==> src/rtl/drsa_pkg.sv <==
`timescale 1ns/1ps
package drsa_pkg;
  localparam int DIG_W = 4;
  typedef logic [DIG_W-1:0] digit_t;
endpackage

==> src/rtl/drsa_slice.sv <==
`timescale 1ns/1ps
// One digit copy: complement stage, 4-bit binary add, decimal correction.
module drsa_slice
  import drsa_pkg::*;
#(
  parameter logic FIXED_CI = 1'b0
) (
  input  digit_t a,
  input  digit_t b,
  input  logic   sub,
  input  logic   bcd,
  output digit_t s,
  output logic   co
);
  digit_t     bc;
  logic [4:0] raw;
  logic       fix;

  always_comb begin
    bc = b;
    if (sub) bc = bcd ? (4'd9 - b) : ~b;
    raw = {1'b0, a} + {1'b0, bc} + {4'd0, FIXED_CI};
    fix = 1'b0;
    s   = raw[3:0];
    co  = raw[4];
    if (bcd) begin
      fix = raw[4] | (raw[3:0] > 4'd9);
      s   = fix ? (raw[3:0] + 4'd6) : raw[3:0];
      co  = fix;
    end
  end

  always_comb begin
    if (bcd && (a <= 4'd9) && (b <= 4'd9))
      AST_BCD_DIGIT_LEGAL: assert (s <= 4'd9);
  end
endmodule

==> src/rtl/drsa_digit.sv <==
`timescale 1ns/1ps
// Carry-select digit: two slices with forced carry-in, result picked by carry.
module drsa_digit
  import drsa_pkg::*;
(
  input  digit_t a,
  input  digit_t b,
  input  logic   sub,
  input  logic   bcd,
  input  logic   c_in,
  output logic   gen,
  output logic   prop,
  output digit_t y
);
  digit_t s_lo, s_hi;

  drsa_slice #(.FIXED_CI(1'b0)) u_ci0 (
    .a(a), .b(b), .sub(sub), .bcd(bcd), .s(s_lo), .co(gen)
  );
  drsa_slice #(.FIXED_CI(1'b1)) u_ci1 (
    .a(a), .b(b), .sub(sub), .bcd(bcd), .s(s_hi), .co(prop)
  );

  assign y = c_in ? s_hi : s_lo;

  always_comb begin
    if (!bcd || ((a <= 4'd9) && (b <= 4'd9)))
      AST_GEN_IMPLIES_PROP: assert (!gen || prop);
  end
endmodule

==> src/rtl/drsa_carry.sv <==
`timescale 1ns/1ps
// Lookahead: carry into each digit from gen/prop, seeded with cin at lo.
module drsa_carry #(
  parameter int N  = 14,
  parameter int IW = 4
) (
  input  logic [N-1:0]  gen,
  input  logic [N-1:0]  prop,
  input  logic [IW-1:0] lo,
  input  logic [IW-1:0] hi,
  input  logic          cin,
  output logic [N-1:0]  c,
  output logic          cout_top
);
  always_comb begin
    logic run;
    for (int i = 0; i < N; i++) begin
      run = cin;
      for (int j = 0; j < i; j++)
        if (j >= int'(lo)) run = gen[j] | (prop[j] & run);
      c[i] = run;
    end
  end

  always_comb begin
    cout_top = 1'b0;
    for (int i = 0; i < N; i++)
      if (int'(hi) == i) cout_top = gen[i] | (prop[i] & c[i]);
  end
endmodule

==> src/rtl/bcd_range_addsub.sv <==
`timescale 1ns/1ps
module bcd_range_addsub
  import drsa_pkg::*;
#(
  parameter int DIGITS  = 14,
  parameter bit OUT_REG = 1'b1,
  localparam int W      = DIGITS * DIG_W,
  localparam int IW     = $clog2(DIGITS)
) (
  input  logic          clk,
  input  logic          rst,
  input  logic [W-1:0]  opa,
  input  logic [W-1:0]  opb,
  input  logic          sub,
  input  logic          bcd,
  input  logic [IW-1:0] lo_idx,
  input  logic [IW-1:0] hi_idx,
  input  logic          cin,
  output logic [W-1:0]  res,
  output logic          cout
);
  logic [DIGITS-1:0] gen, prop, cdig, in_rng;
  logic [W-1:0]      dig_y, nxt_res;
  logic              cout_top, vld, nxt_cout;

  assign vld = (lo_idx <= hi_idx) && (int'(hi_idx) < DIGITS);

  for (genvar gi = 0; gi < DIGITS; gi++) begin : g_dig
    drsa_digit u_dig (
      .a   (opa[gi*DIG_W +: DIG_W]),
      .b   (opb[gi*DIG_W +: DIG_W]),
      .sub (sub),
      .bcd (bcd),
      .c_in(cdig[gi]),
      .gen (gen[gi]),
      .prop(prop[gi]),
      .y   (dig_y[gi*DIG_W +: DIG_W])
    );
    assign in_rng[gi] = vld && (lo_idx <= IW'(gi)) && (IW'(gi) <= hi_idx);
    assign nxt_res[gi*DIG_W +: DIG_W] =
      in_rng[gi] ? dig_y[gi*DIG_W +: DIG_W] : opa[gi*DIG_W +: DIG_W];
  end

  drsa_carry #(.N(DIGITS), .IW(IW)) u_carry (
    .gen(gen), .prop(prop), .lo(lo_idx), .hi(hi_idx), .cin(cin),
    .c(cdig), .cout_top(cout_top)
  );

  assign nxt_cout = vld & cout_top;

  if (OUT_REG) begin : g_reg
    logic prim, rst_q;

    always_ff @(posedge clk) begin
      rst_q <= rst;
      if (rst) begin
        res  <= '0;
        cout <= 1'b0;
        prim <= 1'b0;
      end else begin
        res  <= nxt_res;
        cout <= nxt_cout;
        prim <= 1'b1;
      end
    end

    AST_RESET_CLEARS: assert property (@(posedge clk)
      rst_q |-> (res == '0) && !cout);

    AST_INVALID_KEEPS_A: assert property (@(posedge clk) disable iff (rst)
      (prim && !$past(vld)) |-> (res == $past(opa)) && !cout);

    AST_ZERO_ADD_IDENTITY: assert property (@(posedge clk) disable iff (rst)
      (prim && $past(vld && !sub && !bcd && !cin && (opb == '0)))
        |-> (res == $past(opa)) && !cout);

    for (genvar gk = 0; gk < DIGITS; gk++) begin : g_chk
      AST_OUTSIDE_PASSES: assert property (@(posedge clk) disable iff (rst)
        (prim && !$past(in_rng[gk]))
          |-> (res[gk*DIG_W +: DIG_W] == $past(opa[gk*DIG_W +: DIG_W])));
    end
  end else begin : g_comb
    assign res  = nxt_res;
    assign cout = nxt_cout;
  end
endmodule

==> config.mk <==
export PLATFORM = sky130hd
export DESIGN_NAME = bcd_range_addsub
export DESIGN_NICKNAME = d
export VERILOG_FILES = /design/src/rtl/drsa_pkg.sv /design/src/rtl/drsa_slice.sv /design/src/rtl/drsa_digit.sv /design/src/rtl/drsa_carry.sv /design/src/rtl/bcd_range_addsub.sv
export SDC_FILE = /design/constraint.sdc
export NUM_CORES = 1
export LEC_CHECK = 0
export BUFFER_PORTS_ARGS = -buffer_cell sky130_fd_sc_hd__buf_2
export CAP_MARGIN = 20
export CORE_ASPECT_RATIO = 0.5
export CORE_MARGIN = 5
export CORE_UTILIZATION = 30
export CTS_CLUSTER_SIZE = 8
export DETAILED_ROUTE_END_ITERATION = 8
export PLACE_DENSITY = 0.56
export SLEW_MARGIN = 20
export SYNTH_ARGS = -nofsm -noshare
export SYNTH_HDL_FRONTEND = slang
export SYNTH_SLANG_ARGS = --single-unit
==> constraint.sdc <==
create_clock -name clk -period 5.54 [get_ports clk]
set_input_delay 0.554 -clock clk [delete_from_list [all_inputs] [get_ports clk]]
set_output_delay 0.554 -clock clk [all_outputs]
set_load 0.05 [all_outputs]
==> results of run 1 <==
## synthesized netlist by cell type, types with 5 or more instances
cell	number
ha_1	173
inv_1	141
nor2_1	138
xnor2_1	120
a21oi_1	90
nand2_1	83
o21ai_0	80
dfxtp_1	57
mux2i_1	50
nand3_1	33
a211oi_1	32
xor2_1	32
clkbuf_1	30
nor3_1	26
and2_1	21
a21o_1	19
nand2b_1	17
nor2b_1	17
a31oi_1	16
fa_1	14
o211ai_1	14
nand3b_1	13
and3_1	9
nand4_1	9
mux2_2	8
nor3b_1	8
o21ai_1	8
o22ai_1	7
or3_1	7
a31o_2	6
nor4_1	6
a211o_1	5
xnor2_2	5
## area by class of cell
class                      count  area (um^2)
clock buffer                  14          264
antenna                        4         10.0
multi-input combinational   1163         8920
timing repair buffer         206         1130
fill                        3818        23100
sequential                    57         1140
inverter                     147          552
tap                          484          606
## registers in the layout, indices dropped and copies added, names as in the netlist
name	count
res	56
cout	1
## metal layers
layer  track usage, %  vias up  share of wire (%)
li1                 -     5277                  -
met1             19.0     4831                 44
met2             30.0      196                 51
met3             2.78       40                3.8
met4             4.55        2                1.7
met5                0        -              0.033
## through the flow
stage | hold WS [ps] | instance area [um^2] | util, %
CTS | 447 | 12600 | 35.3
finish | 462 | 12600 | 35.4
global placement | 808 | 12300 | 34.6
global route | 467 | 12600 | 35.4
floorplan | 684 | 10800 | -
detailed placement | 816 | 12300 | 34.6
## worst paths after layout
kind                            endpoint  cells after the start  slack, ps    start
worst min-delay path  res[46]$_SDFF_PP0_                      3        460  opa[46]
worst max-delay path  res[52]$_SDFF_PP0_                     18        690      sub
## power groups by stage
stage	clock, mW	sequential [mW]	combinational [mW]
3_5_place_dp	0	0.475	2.55
4_1_cts	0.552	0.467	2.57
5_1_grt	0.569	0.469	2.88
6_report	0.534	0.465	2.57
3_3_place_gp	0	0.475	2.55
2_1_floorplan	0	0.610	1.84
## kinds of logic after synthesis
family,Yosys count,synth area share (%)
AND/OR/NAND/NOR,406,18.3
flip-flops,57,10.6
multiplexers,59,5.63
adder cells (fa/ha/maj),187,22.7
AO/OA/AOI/OAI,349,21.8
XOR/XNOR,162,14.2
buffers and inverters,187,6.71
==> flow_summary.ini, run 1 <==
[logic_synthesis]
synth.cell_area_um2 = 10800
ys_ff_latch = 57
syn-instance-count = 1407
ys_seq_area_share_pct = 10.6
yosys.area.top_type = ha_1
syn_nets = 1719
synth_top_area_share_pct = 20.1
syn_avg_cell_area_um2 = 7.65
ys.flop_type = dfxtp_1
async_flop_share_pct = 0
synth.distinct_cells = 93
synth_warnings = 0
synth_edf_count = 0
synth.area.top_cells = ha_1 20%, dfxtp_1 11%, xnor2_1 9.8%

[detailed_routing]
drtIter0Drc = 528
wl_per_cell_um = 15.8
drt_wl_total_um = 32900
via_per_inst = 4.99
via_count = 10346
drc_errors = 0
drtPass1Iterations = 5
route.antenna.remaining_nets = 0

[die]
fp.dieH_um = 144
core_area_um2 = 35700
pin_count = 182
initial_utilization_pct = 30.2
dieArea_um2 = 40000
fp-row-count = 49
die_x_um = 278

[place]
io_buffers = 181
dp.cells = 2057
dpl.hpwl_um = 26900
preCtsSetupSlack_ps = 358
gp_congestion = 0.926

[setup_path]
cpPeakStageDelay_ps = 560
endpoint_kind = register
crit_type = input port to register
worstPathMaxFanout = 37
crit_family = compound AO/OA/AOI/OAI gates
critPathLaunchType = input port
worstPathCellList = buf_2 -> buf_12 -> xor2_1 -> ha_1 -> inv_1 -> fa_1 -> ha_1 -> nor2_1 -> o21ai_0 -> o311ai_1 -> and2_1 -> o21ai_0 -> a221oi_2 -> a211o_1 -> and2_1 -> a221oi_4 -> or4_1 -> nand3_1
worst-path-buf-inv = 3
slowest_stage = fa_1
cp.arrival_ps = 5130
required_ps = 5820

[clock_network]
clockBufferDepth = 2
path_clk_slew_ps = 60
post_cts_buffers = 0
clockRootBuffer = clkbuf_16
cts_buffers = 9
cts_hold_buf = 0
post_cts_resized = 0
cts.sinks = 57
htree_levels = 3
cts_tree = built

[pwr]
switchingPower_mw = 1.75
pwr-share-seq_pct = 13.0
ir_drop_uv = 124
p_total_mw = 3.57
p_per_area_nw_per_um2 = 282
p_leak_nw = 6.02
p_comb_share_pct = 72.0
intPower_mw = 1.81
swShare_pct = 49.2
pwr-share-clk_pct = 15.0

[timing]
max_freq_mhz = 206
period_share_pct = 87.5
period_needed_ps = 4850
tightest_slew_ps = 1020
maxSlewHeadroom_pct = 32.0
final.setup.tns_ps = 0
setup_viol = 0
maxSlewViolCount = 0
hold_violations = 0
timing.final.ws_setup_ps = 691
rsz0062_at_grt = false

[run_status]
status = complete, no violations

[cells_and_area]
stdcell_count = 2075
layout_common_cells = 181 x buf_2, 173 x ha_1, 141 x inv_1
syn_to_final_growth_pct = 17.3
final_common_cell = buf_2
nNetsFinal = 1896
drive_gt1_share_pct = 17.1

[hold_path]
hold_path_class = input port to register

[global_routing]
grt_overflow = 0
grt_pass1_vias = 10141
antenna_found_initial = 5
groute.usage.overall_pct = 16.0
grt_max_degree = 77
grt_pass1_wl_um = 52000

[flow_run]
maxCapViolCount = 0
(Power assumes the default switching activity.)
==> run 2, diff against run 1 <==
==> constraint.sdc (replaced) <==
create_clock -name clk -period 5.54 [get_ports clk]
set_input_delay 1.108 -clock clk [delete_from_list [all_inputs] [get_ports clk]]
set_output_delay 1.108 -clock clk [all_outputs]
set_load 0.05 [all_outputs]
==> run 2 against run 1 <==
Against the previous run: core utilization rose by 0.94 points; worst setup slack got worse by 300 ps; total power rose by 4.0%; highest routed layer is now met4; via count rose by 1.8%; die area did not move.
==> flow_summary.ini, run 2 (synthesis gave the netlist of run 1 again) <==
[run_status]
status = complete, no violations

[setup_path]
cp.arrival_ps = 5390
required_ps = 5780
critPathCapture = res[54]$_SDFF_PP0_
timing.critical_path.from = bcd
critPathLaunchType = input port
worstPathMaxFanout = 6
endpoint_kind = register
crit_type = input port to register

[pwr]
p_total_mw = 3.71
switchingPower_mw = 1.79
pwr-share-clk_pct = 15.3
p_comb_share_pct = 72.2
ir_drop_uv = 185
p_leak_nw = 6.21
p_per_area_nw_per_um2 = 286
swShare_pct = 48.2
pwr-share-seq_pct = 12.5
intPower_mw = 1.92

[timing]
maxSlewHeadroom_pct = 35.3
setup_viol = 0
period_share_pct = 92.9
timing.final.ws_setup_ps = 395
tightest_slew_ps = 969
period_needed_ps = 5150
maxSlewViolCount = 0
hold_violations = 0
rsz0062_at_grt = false
max_freq_mhz = 194
final.setup.tns_ps = 0

[cells_and_area]
nNetsFinal = 1933
syn_to_final_growth_pct = 20.4
final_area_um2 = 13000
final_common_cell = buf_2
stdcell_count = 2116
regMostFlops = res
largest_reg_flops = 56
layout_common_cells = 181 x buf_2, 172 x ha_1, 141 x inv_1
largestRegisters = res: 56 flops, cout: 1 flops
drive_gt1_share_pct = 19.4
fill_cells = 3796

[detailed_routing]
drt_wl_total_um = 33700
drtPass1Iterations = 5
via_count = 10534
via_per_inst = 4.98
route.antenna.remaining_nets = 0
drtIter0Drc = 511
wl_per_cell_um = 15.9
drc_errors = 0

[clock_network]
htree_levels = 3
clockRootBuffer = clkbuf_16
post_cts_resized = 0
path_clk_slew_ps = 50
cts_buffers = 9
cts_hold_buf = 0
cts_tree = built
post_cts_buffers = 0
clockBufferDepth = 2
cts.sinks = 57

[die]
pin_count = 182
fp.dieH_um = 144
fp-row-count = 49
core_area_um2 = 35700
die_x_um = 278
dieArea_um2 = 40000
initial_utilization_pct = 30.2

[place]
preCtsSetupSlack_ps = 42.3
dp.cells = 2094
dpl.hpwl_um = 27900
placed_area_um2 = 12600
io_buffers = 181
gp_congestion = 0.941

[global_routing]
grt_pass1_wl_um = 53600
antenna_found_initial = 6
groute.usage.overall_pct = 16.6
grt_max_degree = 52
grt_overflow = 0
grt_pass1_vias = 10361

[flow_run]
maxCapViolCount = 0

[hold_path]
hold_path_class = input port to register
[run 2: cell types whose count changed in the layout (fill, tap and decap cells not counted), moves of 2 or more]
cell	delta
buf_4	+37
clkbuf_8	+2
diode_2	+2
nand2_1	-2
nand2_2	+2
[run 2: worst min-delay path by stage]
stage	endpoint	slack, ps	cells past startpoint	startpoint
after CTS	res[42]$_SDFF_PP0_	980	2	opa[42]
after global routing	res[3]$_SDFF_PP0_	1010	3	opa[3]
final	res[28]$_SDFF_PP0_	1010	3	opa[28]
after global placement	res[44]$_SDFF_PP0_	1370	3	opa[44]
after detailed placement	res[42]$_SDFF_PP0_	1370	2	opa[42]
after floorplan	res[44]$_SDFF_PP0_	1240	2	opa[44]
[run 2: layout make-up]
class	count	area, um^2	area share (%)
Multi-Input combinational cell	1163	8940	69.0
Timing Repair Buffer	243	1410	10.9
Sequential cell	57	1140	8.81
Tap cell	484	606	4.67
Inverter	147	552	4.26
Clock buffer	15	288	2.22
Antenna cell	6	15.0	0.116
Clock inverter	1	7.51	0.0579
[run 2: worst max-delay path, cell delays in order]
cell and delay [ps]:
buf_2 130, inv_1 150, nand2_2 100, buf_4 190, xnor2_1 220, inv_1 90, fa_1 540, inv_1 70
ha_1 230, nand3b_1 180, and3_1 190, a311o_1 370, a22oi_4 230, o21ai_2 120, a211o_1 350, and2_1 250
a221oi_4 320, buf_4 190, nor3_1 60, a311oi_1 290
[run 2: power by group through the flow]
stage	sequential, mW	combinational [mW]	clock (mW)
4_1_cts	0.464	2.69	0.594
3_3_place_gp	0.473	2.66	0
5_1_grt	0.467	2.99	0.604
6_report	0.463	2.68	0.568
3_5_place_dp	0.472	2.67	0
2_1_floorplan	0.610	1.85	0
[run 2: per-layer routing]
layer	vias up	track usage (%)	wire length (um)
li1	5361	-	-
met1	4944	20.5	15200
met2	186	29.9	16500
met4	0	5.82	869
met3	43	2.34	1170
met5	-	0	0
[run 2: stage by stage]
step / hold WS [ps] / utilization [%]
final: 1010 / 36.3
after global placement: 1370 / 35.4
after detailed placement: 1370 / 35.4
after CTS: 983 / 36.3
after global routing: 1010 / 36.3
after floorplan: 1240 / -
